$ cat config.mk
export PLATFORM = sky130hd
export DESIGN_NAME = stream_stat_mon
export DESIGN_NICKNAME = d
export VERILOG_FILES = /design/src/rtl/stat_mon_pkg.sv /design/src/rtl/stat_keep_count.sv /design/src/rtl/stat_sat_counter.sv /design/src/rtl/stat_report_ser.sv /design/src/rtl/stream_stat_mon.sv
export SDC_FILE = /design/constraint.sdc
export NUM_CORES = 1
export LEC_CHECK = 0
export BUFFER_PORTS_ARGS = -buffer_cell sky130_fd_sc_hd__buf_2
export CAP_MARGIN = 20
export CELL_PAD_IN_SITES_DETAIL_PLACEMENT = 1
export CELL_PAD_IN_SITES_GLOBAL_PLACEMENT = 2
export CORE_MARGIN = 2
export CORE_UTILIZATION = 40
export DETAILED_ROUTE_END_ITERATION = 7
export HOLD_SLACK_MARGIN = 0.08
export PLACE_DENSITY = 0.91
export SKIP_LAST_GASP = 1
export SLEW_MARGIN = 5
export SYNTH_ARGS = -nofsm -noshare
export SYNTH_HDL_FRONTEND = slang
export SYNTH_SLANG_ARGS = --single-unit
$ cat constraint.sdc
create_clock -name clk -period 13.8 [get_ports clk]
set_input_delay 2.76 -clock clk [delete_from_list [all_inputs] [get_ports clk]]
set_output_delay 2.76 -clock clk [all_outputs]
set_load 0.005 [all_outputs]
$ cat src/rtl/stat_mon_pkg.sv
// Shared types for the stream statistics monitor.
package stat_mon_pkg;
    typedef enum logic {
        RPT_IDLE = 1'b0,
        RPT_BUSY = 1'b1
    } rpt_state_t;
endpackage

$ cat src/rtl/stat_keep_count.sv
// Counts the enabled byte lanes of one beat. The result is zero when en is low.
// Assumes: any lane pattern is allowed. Lanes need not be contiguous.
module stat_keep_count #(
    parameter int LANES = 8,
    parameter int CW    = $clog2(LANES + 1)
) (
    input  logic [LANES-1:0] keep,
    input  logic             en,
    output logic [CW-1:0]    cnt
);
    // Population count of the lane mask, gated by the beat-accepted flag.
    always_comb begin
        cnt = '0;
        for (int i = 0; i < LANES; i++) begin
            if (en && keep[i]) cnt = cnt + CW'(1);
        end
    end
endmodule

$ cat src/rtl/stat_sat_counter.sv
// Saturating accumulator. Clearing restarts the sum at the current
// increment, so an event in the clear cycle belongs to the new interval.
// Assumes: W is wider than IW.
module stat_sat_counter #(
    parameter int W  = 32,
    parameter int IW = 4
) (
    input  logic          clk,
    input  logic          rst_n,
    input  logic          clr,
    input  logic [IW-1:0] inc,
    output logic [W-1:0]  cnt
);
    localparam logic [W-1:0] MAX_VAL = {W{1'b1}};

    logic [W:0]   sum;
    logic [W-1:0] base;

    // Next value: (0 or current) plus increment, with a carry-out check.
    always_comb begin
        base = clr ? '0 : cnt;
        sum  = {1'b0, base} + {{(W + 1 - IW){1'b0}}, inc};
    end

    // Register the sum, pinned at all-ones on overflow.
    always_ff @(posedge clk) begin
        if (!rst_n)      cnt <= '0;
        else if (sum[W]) cnt <= MAX_VAL;
        else             cnt <= sum[W-1:0];
    end


    sat_hold_chk: assert property (@(posedge clk) disable iff (!rst_n)
        (!clr && cnt == MAX_VAL) |=> cnt == MAX_VAL);


    no_decrease_chk: assert property (@(posedge clk) disable iff (!rst_n)
        !clr |=> cnt >= $past(cnt));


    idle_hold_chk: assert property (@(posedge clk) disable iff (!rst_n)
        (!clr && inc == '0) |=> $stable(cnt));
endmodule

$ cat src/rtl/stat_report_ser.sv
// Loads tag and counts into a shift register and sends them MSB first,
// one byte per accepted transfer, marking the final byte as last.
// Assumes: all field widths are multiples of 8. A load while busy is dropped.
module stat_report_ser
    import stat_mon_pkg::*;
#(
    parameter int TAG_W  = 16,
    parameter int BCNT_W = 32,
    parameter int FCNT_W = 32
) (
    input  logic              clk,
    input  logic              rst_n,
    input  logic              load,
    input  logic [TAG_W-1:0]  tag,
    input  logic [BCNT_W-1:0] bcnt,
    input  logic [FCNT_W-1:0] fcnt,
    output logic              busy,
    output logic [7:0]        o_data,
    output logic              o_valid,
    input  logic              o_ready,
    output logic              o_last
);
    localparam int SH_W  = TAG_W + BCNT_W + FCNT_W;
    localparam int NB    = SH_W / 8;
    localparam int IDX_W = $clog2(NB + 1);
    localparam logic [IDX_W-1:0] LAST_IDX = IDX_W'(NB - 1);

    rpt_state_t       state;
    logic [SH_W-1:0]  sh;
    logic [IDX_W-1:0] idx;

    // Load on an idle trigger, shift one byte per accepted transfer.
    always_ff @(posedge clk) begin
        if (!rst_n) begin
            state <= RPT_IDLE;
            sh    <= '0;
            idx   <= '0;
        end else if (state == RPT_IDLE) begin
            if (load) begin
                state <= RPT_BUSY;
                sh    <= {tag, bcnt, fcnt};
                idx   <= '0;
            end
        end else if (o_ready) begin
            if (idx == LAST_IDX) begin
                state <= RPT_IDLE;
            end else begin
                sh  <= sh << 8;
                idx <= idx + IDX_W'(1);
            end
        end
    end

    // Output view of the shift register.
    always_comb begin
        busy    = (state == RPT_BUSY);
        o_valid = busy;
        o_data  = sh[SH_W-1 -: 8];
        o_last  = busy && (idx == LAST_IDX);
    end


    stall_hold_chk: assert property (@(posedge clk) disable iff (!rst_n)
        (o_valid && !o_ready) |=> (o_valid && $stable(o_data) && $stable(o_last)));


    end_drop_chk: assert property (@(posedge clk) disable iff (!rst_n)
        (o_valid && o_ready && o_last) |=> !o_valid);


    start_chk: assert property (@(posedge clk) disable iff (!rst_n)
        (load && !o_valid) |=> (o_valid && idx == '0));
endmodule

$ cat src/rtl/stream_stat_mon.sv
// Passive byte/frame statistics monitor with triggered, tagged stream report.
// Assumes: the monitored link is observed only. trig is a request that is
// ignored while a report is in flight. Counter and tag widths are multiples of 8.
module stream_stat_mon #(
    parameter int LANES  = 8,
    parameter int BCNT_W = 32,
    parameter int FCNT_W = 32,
    parameter int TAG_W  = 16
) (
    input  logic             clk,
    input  logic             rst_n,
    input  logic [LANES-1:0] mon_keep,
    input  logic             mon_valid,
    input  logic             mon_ready,
    input  logic             mon_last,
    input  logic             trig,
    input  logic [TAG_W-1:0] tag,
    output logic [7:0]       rpt_data,
    output logic             rpt_valid,
    input  logic             rpt_ready,
    output logic             rpt_last
);
    localparam int KCW = $clog2(LANES + 1);

    logic              accept;
    logic              fire;
    logic              busy;
    logic              frame_inc;
    logic [KCW-1:0]    lane_cnt;
    logic [BCNT_W-1:0] byte_cnt;
    logic [FCNT_W-1:0] frame_cnt;

    // Beat handshake seen on the link and trigger acceptance.
    always_comb begin
        accept    = mon_valid && mon_ready;
        frame_inc = accept && mon_last;
        fire      = trig && !busy;
    end

    stat_keep_count #(.LANES(LANES), .CW(KCW)) keep_cnt_i (
        .keep (mon_keep),
        .en   (accept),
        .cnt  (lane_cnt)
    );

    stat_sat_counter #(.W(BCNT_W), .IW(KCW)) byte_ctr_i (
        .clk   (clk),
        .rst_n (rst_n),
        .clr   (fire),
        .inc   (lane_cnt),
        .cnt   (byte_cnt)
    );

    stat_sat_counter #(.W(FCNT_W), .IW(1)) frame_ctr_i (
        .clk   (clk),
        .rst_n (rst_n),
        .clr   (fire),
        .inc   (frame_inc),
        .cnt   (frame_cnt)
    );

    stat_report_ser #(.TAG_W(TAG_W), .BCNT_W(BCNT_W), .FCNT_W(FCNT_W)) ser_i (
        .clk     (clk),
        .rst_n   (rst_n),
        .load    (fire),
        .tag     (tag),
        .bcnt    (byte_cnt),
        .fcnt    (frame_cnt),
        .busy    (busy),
        .o_data  (rpt_data),
        .o_valid (rpt_valid),
        .o_ready (rpt_ready),
        .o_last  (rpt_last)
    );


    busy_trig_ignored_chk: assert property (@(posedge clk) disable iff (!rst_n)
        (trig && rpt_valid && !(rpt_ready && rpt_last)) |=> rpt_valid);


    last_has_valid_chk: assert property (@(posedge clk) disable iff (!rst_n)
        rpt_last |-> rpt_valid);
endmodule

Yosys cells after proc, flatten, opt, wreduce, memory -nomap -nowiden
Cells that the tools add are included.

Flip-flop bits (word level): 149.

Add/sub/neg operators: 10. Equal/unequal tests: 3. Mux-type cells: 24. Reductions and logical operators: 15.

Operator list (count): two-way mux 80 bit (4); two-way mux 32 bit (4); two-way mux 4 bit (11); adder 32 x 1 -> 33 bit (1); adder 32 x 4 -> 33 bit (1); adder 4 x 1 -> 4 bit, second input constant (7); logical AND 1 bit (12); two-way mux 1 bit (5); == test 4 bit, second input constant (1); inequality test 2 bit, second input constant (2); AND reduction 3 bit (1); adder 1 x 1 -> 2 bit, second input constant (1); nonzero test 2 bit (1); logical NOT 1 bit (1).

Depth between registers and ports, before layout
Gate-level depths: netlist of run 1.

Depth after elaboration: 19. Depth in mapped cells: 30. Depth with buffers taken out: 27.

By module
A second synthesis of run 1 with hierarchy kept.

Cells, all modules: 931. Area total of the unflattened synthesis: 8659.6 um^2.

Modules (own cells, without submodules): stat_report_ser (times used 1, cells each 405, area each 4155.2 um^2, seq. area each 1701.6 um^2); stat_sat_counter at frame_ctr_i (times used 1, cells each 218, area each 1916.8 um^2, seq. area each 640.6 um^2); stat_sat_counter at byte_ctr_i (times used 1, cells each 213, area each 1890.6 um^2, seq. area each 640.6 um^2); stat_keep_count (times used 1, cells each 92, area each 678.2 um^2, seq. area each 0.0 um^2); stream_stat_mon (times used 1, cells each 3, area each 18.8 um^2, seq. area each 0.0 um^2).

Worst setup path before layout of run 1
Ideal clock, no wire load.

Kind: input to register. Start: in mon_valid. End: reg byte_ctr_i.cnt[22]. Library setup time: 115 ps. Arrival: 8402 ps. Path slack: 5283 ps. Stages: 29. Cell sequence: and2_1 clkbuf_1 clkbuf_1 nand2_1 inv_1 ha_1 clkbuf_1 xnor2_1 ha_1 nand3b_1 a21oi_1 or4_1 and3_1 nor2_1 ha_1 nor2_1 o31ai_1 a21oi_1 xnor2_1 o22ai_1 a22o_1 fa_1 a21o_1 a21oi_1 nor2_1 nand3_1 clkbuf_1 o21ai_0 and2_1.

Cells in the longest elaborated chain, start to end: 19.

RTL lines: from (decl) (line stream_stat_mon.sv:13) `input logic mon_valid,`; logical AND 1 bit * (line stream_stat_mon.sv:35) `accept = mon_valid && mon_ready;`; logical AND 1 bit (line stat_keep_count.sv:15) `if (en && keep[i]) cnt = cnt + CW'(1);`; two-way mux 1 bit (line stat_keep_count.sv:15); adder 1 x 1 -> 2 bit (line stat_keep_count.sv:15); two-way mux 4 bit (line stat_keep_count.sv:15); adder 4 x 1 -> 4 bit (line stat_keep_count.sv:15); two-way mux 4 bit (line stat_keep_count.sv:15); adder 4 x 1 -> 4 bit (line stat_keep_count.sv:15); [3 not listed]; adder 4 x 1 -> 4 bit (line stat_keep_count.sv:15); two-way mux 4 bit (line stat_keep_count.sv:15); adder 4 x 1 -> 4 bit (line stat_keep_count.sv:15); two-way mux 4 bit (line stat_keep_count.sv:15); adder 4 x 1 -> 4 bit (line stat_keep_count.sv:15); two-way mux 4 bit * (line stat_keep_count.sv:15); adder 32 x 4 -> 33 bit * (line stat_sat_counter.sv:22) `sum = {1'b0, base} + {{(W + 1 - IW){1'b0}}, inc};`; two-way mux 32 bit * (line stat_sat_counter.sv:28) `else if (sum[W]) cnt <= MAX_VAL;`; to (signal assigned) (line stat_sat_counter.sv:29) `else cnt <= sum[W-1:0];`; to (decl) (line stat_sat_counter.sv:12) `output logic [W-1:0] cnt`.

Every way passes the cells marked *; elsewhere a longest branch is shown, timed or not. A chain may end at the register's enable or synchronous reset.

Worst setup path in the final report of run 1
Start: in mon_valid. End: reg byte_ctr_i.cnt[15].

The elaborated chain is that of the path after synthesis.

==> flow_metrics.tcl, run 1 <==
set metrics [dict create \
    crit_fanout 16 \
    synth_flop_cell "dfxtp_1" \
    ir_drop_mv 0.08930 \
    fp.dieH_um 145.4 \
    tritoncts "done" \
    final_nets 944 \
    gr-total-overflow 0 \
    drv_cap 0 \
    pwr-share-clk 0.461 \
    rrSetupSlack_ns 9.26 \
    worstPathRequired_ns 14.12 \
    finalSetupViolations 0 \
    power.switching_mw 0.2668 \
    rows 51 \
    grt_usage 0.1867 \
    combPwrFrac 0.107 \
    dieArea_um2 21140 \
    crit_type "in -> reg" \
    hpwl_um 12680 \
    start_util 0.4097 \
    htree_levels 4 \
    wl_met3_um 434 \
    ys_ff_latch 149 \
    synthTopCellsByArea "dfxtp_1 (37%), mux2i_1 (9.1%), o211a_1 (9.1%)" \
    rsz0062_at_grt "false" \
    area_growth_syn_to_layout_pct 11.14 \
    finalMaxSlewViolations 0 \
    syn_area_per_cell_um2 8.858 \
    drc 0 \
    antenna_left 0 \
    synth_cell_type_count 60 \
    ys_seq_area_frac 0.3729 \
    postCtsHoldBufs 0 \
    synth_edf_count 0 \
    start_kind "input pin" \
    synth_area_um2 7999 \
    grt_antenna_before_repair 0 \
    fmaxAchievable_mhz 111.5 \
    vias 6436 \
    layout.cells.non_filler 1174 \
    wire_per_inst_um 16.44 \
    finalCritPeriodShare 0.6500 \
    first_pass_iters 4 \
    yosys.area.top_type_share 0.3729 \
    syn_nets 951 \
    drt_iter0_markers 347 \
    powerDensity_nw_per_um2 120.8 \
    endpoint_kind "flop" \
    swShare 0.2484 \
    die_x_um 145.4 \
    finalHoldViolCount 0 \
    wl_met2_um 8809 \
    grt_pass1_wl_um 32620 \
    wl_um 19300 \
    num_io_pins 41 \
    min_path_type "reg -> reg" \
    power.internal_mw 0.8074 \
    max_slew.worst_pin.slew_ns 0.8438 \
    cts_buffers 17 \
    grt_max_degree 76 \
    gp_congestion 0.7730 \
    grt_pass1_vias 6445 \
    setup-tns-final_ns 0 \
    setup_ws_ns 4.830 \
    root_buffer "clkbuf_16" \
    cts_setup_buffers 0 \
    synth_async_sr_flop_share 0 \
    clk_pin_slew_worst_paths_ns 0.06 \
    outcome "finished, final reports clean" \
    p_leak_nw 4.059 \
    clkSinkCount 149 \
    pwr-share-seq 0.432 \
    power.total_mw 1.074 \
    highest_layer "met4" \
    crit_arrival_ns 9.29 \
    placed_cells 1142 \
    finClkSkew_ns 0.007559 \
    met1Wirelength_um 9786 \
    cts_max_path_buffers 2 \
    finalCriticalPeriod_ns 8.970 \
    place.port_buffers 40 \
    place_ws_ns 4.464 \
    synth_warnings 0 \
    syn_inst 903 \
    coreArea_um2 19530 \
    drive_above_1_share 0.09791 \
    slew-limit-headroom 0.4363 \
    yosys.area.top_type "dfxtp_1" \
    antenna_cells 0 \
    viasPerCell 5.482 \
    cts_resized 0 \
    insertion_delay_ns 0.43 \
]
cells in the mapped netlist (all sizes together) (4+ instances only):
| cell type | instances |
|---|---|
| nand3 | 44 |
| nor3 | 14 |
| nand3b | 4 |
| and3 | 12 |
| or2 | 4 |
| xnor2 | 47 |
| clkbuf | 49 |
| o21a | 8 |
| mux2i | 73 |
| dfxtp | 149 |
| and2 | 25 |
| inv | 12 |
| a31oi | 6 |
| nand4 | 12 |
| nor2b | 8 |
| nand2 | 149 |
| xor2 | 25 |
| ha | 16 |
| o211a | 73 |
| buf | 22 |
| a21boi | 29 |
| a21oi | 17 |
| o311a | 5 |
| nor2 | 33 |
| o21ai | 27 |
layer usage:
layer,GRT usage,vias to the layer above
li1,-,3180
met1,0.2565,3173
met2,0.3009,64
met3,0.02821,19
met4,0.06373,0
met5,0,-
power by group through the flow:
stage / combinational, mW / clock (mW) / sequential [mW]
2_1_floorplan: 0.0952 / 0 / 0.467
3_3_place_gp: 0.113 / 0 / 0.473
3_5_place_dp: 0.116 / 0 / 0.474
4_1_cts: 0.117 / 0.504 / 0.464
5_1_grt: 0.128 / 0.523 / 0.467
6_report: 0.115 / 0.495 / 0.464
registers in the layout, indices dropped and copies added, names as in the netlist:
name / flops
ser_i.idx: 4
ser_i.sh: 80
ser_i.busy: 1
byte_ctr_i.cnt: 32
frame_ctr_i.cnt: 32
worst paths after layout:
| kind | from | to | depth (start not counted) |
|---|---|---|---|
| worst max-delay path | mon_valid | byte_ctr_i.cnt[15] | 26 |
| worst min-delay path | frame_ctr_i.cnt[0] | ser_i.sh[0] | 2 |
| worst max register to register | ser_i.busy | frame_ctr_i.cnt[21] | 12 |
| worst min register to register | frame_ctr_i.cnt[0] | ser_i.sh[0] | 2 |
critical path, cell delays in order:
cell and delay (ns):
buf_2 0.13, and2_1 0.53, nand2_1 0.20, inv_1 0.11, ha_1 0.38, xnor2_1 0.21
ha_1 0.36, nand3b_1 0.13, a21oi_1 0.08, or4_1 0.46, and3_1 0.19, nor2_1 0.16
ha_1 0.25, nor2_1 0.12, o31ai_1 0.09, a21oi_1 0.38, xnor2_1 0.17, o22ai_1 0.10
a22o_1 0.23, fa_1 0.46, a21o_1 0.20, a21oi_1 0.43, nor2_1 0.27, nand3_1 0.47
o21ai_0 0.21, and2_1 0.22
kinds of logic (layout without fill, tap and decap cells):
| kind of cell | Yosys count | count (layout) | share of synthesized area |
|---|---|---|---|
| muxes | 73 | 73 | 0.09135 |
| buffers and inverters | 83 | 89 | 0.04536 |
| xor gates and xnor gates | 73 | 73 | 0.08259 |
| and+or+nand+nor | 324 | 324 | 0.1969 |
| DFF | 149 | 149 | 0.3729 |
| AOI/OAI and AO/OA | 184 | 184 | 0.1833 |
| adders and majority gates | 17 | 17 | 0.02753 |
layout by cell type, fill, tap and decap left out, drive strengths merged, types with 4 or more instances in the layout:
master  netlist  layout
nor3         14      14
and3         12      12
inv          12      14
nor2         33      33
ha           16      16
o311a         5       5
nand3        44      44
bufinv        0       4
xnor2        47      47
nand3b        4       4
clkbuf       49      20
o211a        73      73
clkinv        0       4
a21oi        17      17
nor2b         8       8
buf          22      45
o21a          8       8
or2           4       4
nand4        12      12
a31oi         6       6
o21ai        27      27
mux2i        73      73
xor2         25      25
and2         25      25
nand2       149     149
a21boi       29      29
dfxtp       149     149
layout make-up:
cell class	instances	area, µm²
Sequential cell	149	2987
Inverter	12	45.04
Timing Repair Buffer	45	240.2
Clock buffer	20	446.7
Clock inverter	12	176.4
Tap cell	265	331.6
Fill cell	2282	10640
Multi-Input combinational cell	671	4663
through the flow:
step | hold WS [ns] | utilization | area [µm²]
2_1_floorplan | 0.4363 | - | 7999
3_3_place_gp | 0.4635 | 0.4234 | 8267
3_5_place_dp | 0.4739 | 0.4234 | 8267
4_1_cts | 0.4821 | 0.4553 | 8890
5_1_grt | 0.5027 | 0.4553 | 8890
6_report | 0.4695 | 0.4553 | 8890
(Power assumes the default switching activity.)
==> run 2, diff against run 1 <==
- CORE_UTILIZATION: 40 -> 39
- PLACE_DENSITY: 0.91 -> 0.9
- clock period: 13.8 -> 8.8 ns (I/O delays scaled with it)
==> run 2 against run 1 <==
Effect of this change:
- first-iteration DRC count fell by 0.86%
- utilization fell by 1.5 points
- final cell count up 0.60%
- worst hold slack got worse by 0.011 ns
==> flow_metrics.tcl, run 2 (synthesis results as in run 1) <==
set metrics [dict create \
    antenna_cells 0 \
    viasPerCell 5.398 \
    dieArea_um2 21670 \
    place.port_buffers 40 \
    clkSinkCount 149 \
    largest_reg_flops 80 \
    whs_path_depth 2 \
    whs_ns 0.4584 \
    powerDensity_nw_per_um2 184.5 \
    crit_cells 27 \
    cp_common_cell "ha_1" \
    startpoint "mon_valid" \
    first_pass_iters 4 \
    grt_usage 0.1836 \
    swShare 0.2754 \
    start_util 0.3966 \
    rows 52 \
    ir_drop_mv 0.09616 \
    combPwrFrac 0.110 \
    grt_pass1_vias 6432 \
    worstReg2RegStart "ser_i.busy" \
    endpoint_kind "flop" \
    crit_fanout 16 \
    power.switching_mw 0.4509 \
    pwr-share-clk 0.446 \
    fp.dieH_um 147.2 \
    grt_antenna_before_repair 0 \
    power.internal_mw 1.186 \
    crit_type "in -> reg" \
    crit_buf_inv 2 \
    finalHoldViolCount 0 \
    max_stage_delay_ns 0.63 \
    slew-limit-headroom 0.3516 \
    cpMaxStageDelayCell "a21oi_1" \
    htree_levels 4 \
    cts_resized 0 \
    vias 6375 \
    insertion_delay_ns 0.43 \
    grt_pass1_wl_um 32750 \
    area_growth_syn_to_layout_pct 10.92 \
    outcome "finished, final reports clean" \
    rsz0062_at_grt "false" \
    antenna_left 0 \
    postCtsHoldBufs 0 \
    drv_cap 0 \
    setup-tns-final_ns 0 \
    grt_max_degree 105 \
    wl_um 19030 \
    pwr-share-seq 0.444 \
    root_buffer "clkbuf_16" \
    drc 0 \
    die_x_um 147.2 \
    finClkSkew_ns 0.008612 \
    crit_arrival_ns 7.88 \
    worstPathRequired_ns 9.09 \
    reg.largest.list "ser_i.sh x80, byte_ctr_i.cnt x32, frame_ctr_i.cnt x32" \
    start_kind "input pin" \
    cts_setup_buffers 0 \
    regMostFlops "ser_i.sh" \
    wire_per_inst_um 16.12 \
    hp-start "frame_ctr_i.cnt[0]" \
    cts_max_path_buffers 2 \
    worst_r2r_path_depth 12 \
    clk_pin_slew_worst_paths_ns 0.06 \
    num_io_pins 41 \
    coreArea_um2 20170 \
    mostFrequentLayoutCells "dfxtp_1 (148), nand2_1 (146), mux2i_1 (73), o211a_1 (73), xnor2_1 (46)" \
    fmaxAchievable_mhz 131.6 \
    layout_commonest_cell "dfxtp_1" \
    tritoncts "done" \
    p_leak_nw 4.056 \
    cts_buffers 17 \
    drive_above_1_share 0.1021 \
    finalCritPeriodShare 0.8634 \
    gr-total-overflow 0 \
    min_path_type "reg -> reg" \
    drt_iter0_markers 344 \
    final_nets 946 \
    path_delay_family "simple AND/OR/NAND/NOR gates" \
    hpwl_um 12540 \
    finalMaxSlewViolations 0 \
    finalSetupViolations 0 \
    finalCriticalPeriod_ns 7.598 \
    max_slew.worst_pin.slew_ns 0.9726 \
    gp_congestion 0.7716 \
]
## run 2: cell types whose count changed in the layout (fill, tap and decap cells not counted), moves of 2 or more
| cell | before | now |
|---|---|---|
| clkbuf_1 | 2 | 0 |
| inv_6 | 2 | 6 |
| buf_4 | 6 | 8 |
| clkinv_2 | 3 | 0 |
| bufinv_16 | 4 | 1 |
| inv_8 | 0 | 4 |
## run 2: worst reg2reg max path, cell delays in order (launching register included)
cell and delay (ns):
dfxtp_4 0.70, nand2b_2 0.63, buf_4 0.51, and2_1 0.21, ha_1 0.18, fa_1 0.21, a21o_1 0.13, a21oi_1 0.06
buf_4 0.16, nor2_1 0.43, nand3_1 0.56, o21ai_0 0.22, and2_1 0.15
## run 2: area by class of cell
| class | count | area, µm² |
|---|---|---|
| sequential | 149 | 2987 |
| fill | 2383 | 11300 |
| timing repair buffer | 47 | 255.2 |
| tap | 270 | 337.8 |
| clock inverter | 15 | 158.9 |
| clock buffer | 17 | 425.4 |
| multi-input combinational | 671 | 4663 |
| inverter | 12 | 45.04 |
## run 2: metal layers
metal	track usage	vias to the layer above	routed length [µm]
met5	0	-	0
met4	0.05048	0	236
met3	0.03354	22	461
met2	0.2925	59	8607
met1	0.2560	3127	9727
li1	-	3167	-
## run 2: power by group through the flow
stage | Sequential (mW) | Combinational, mW | Clock, mW
2_1_floorplan | 0.732 | 0.149 | 0
4_1_cts | 0.728 | 0.183 | 0.745
6_report | 0.727 | 0.180 | 0.729
5_1_grt | 0.731 | 0.204 | 0.776
3_3_place_gp | 0.742 | 0.179 | 0
3_5_place_dp | 0.743 | 0.182 | 0
## run 2: path summary, 6_finish.rpt
path / slack [ns] / to
setup / recovery: 1.20 / byte_ctr_i.cnt[17]
hold / removal: 0.46 / ser_i.sh[0]
hold reg to reg: 0.46 / ser_i.sh[0]
setup reg to reg: 4.57 / byte_ctr_i.cnt[9]
## run 2: stage by stage
stage / util / cell area, µm² / setup WS, ns / instances / total power [mW]
2_1_floorplan: - / 7999 / 1.283 / 903 / 0.8816
3_3_place_gp: 0.4109 / 8288 / 0.9587 / 1149 / 0.9204
3_5_place_dp: 0.4109 / 8288 / 0.7866 / 1149 / 0.9246
4_1_cts: 0.4399 / 8872 / 1.211 / 1181 / 1.656
5_1_grt: 0.4399 / 8872 / 0.5243 / 1181 / 1.712
6_report: 0.4399 / 8872 / 1.202 / 1181 / 1.637
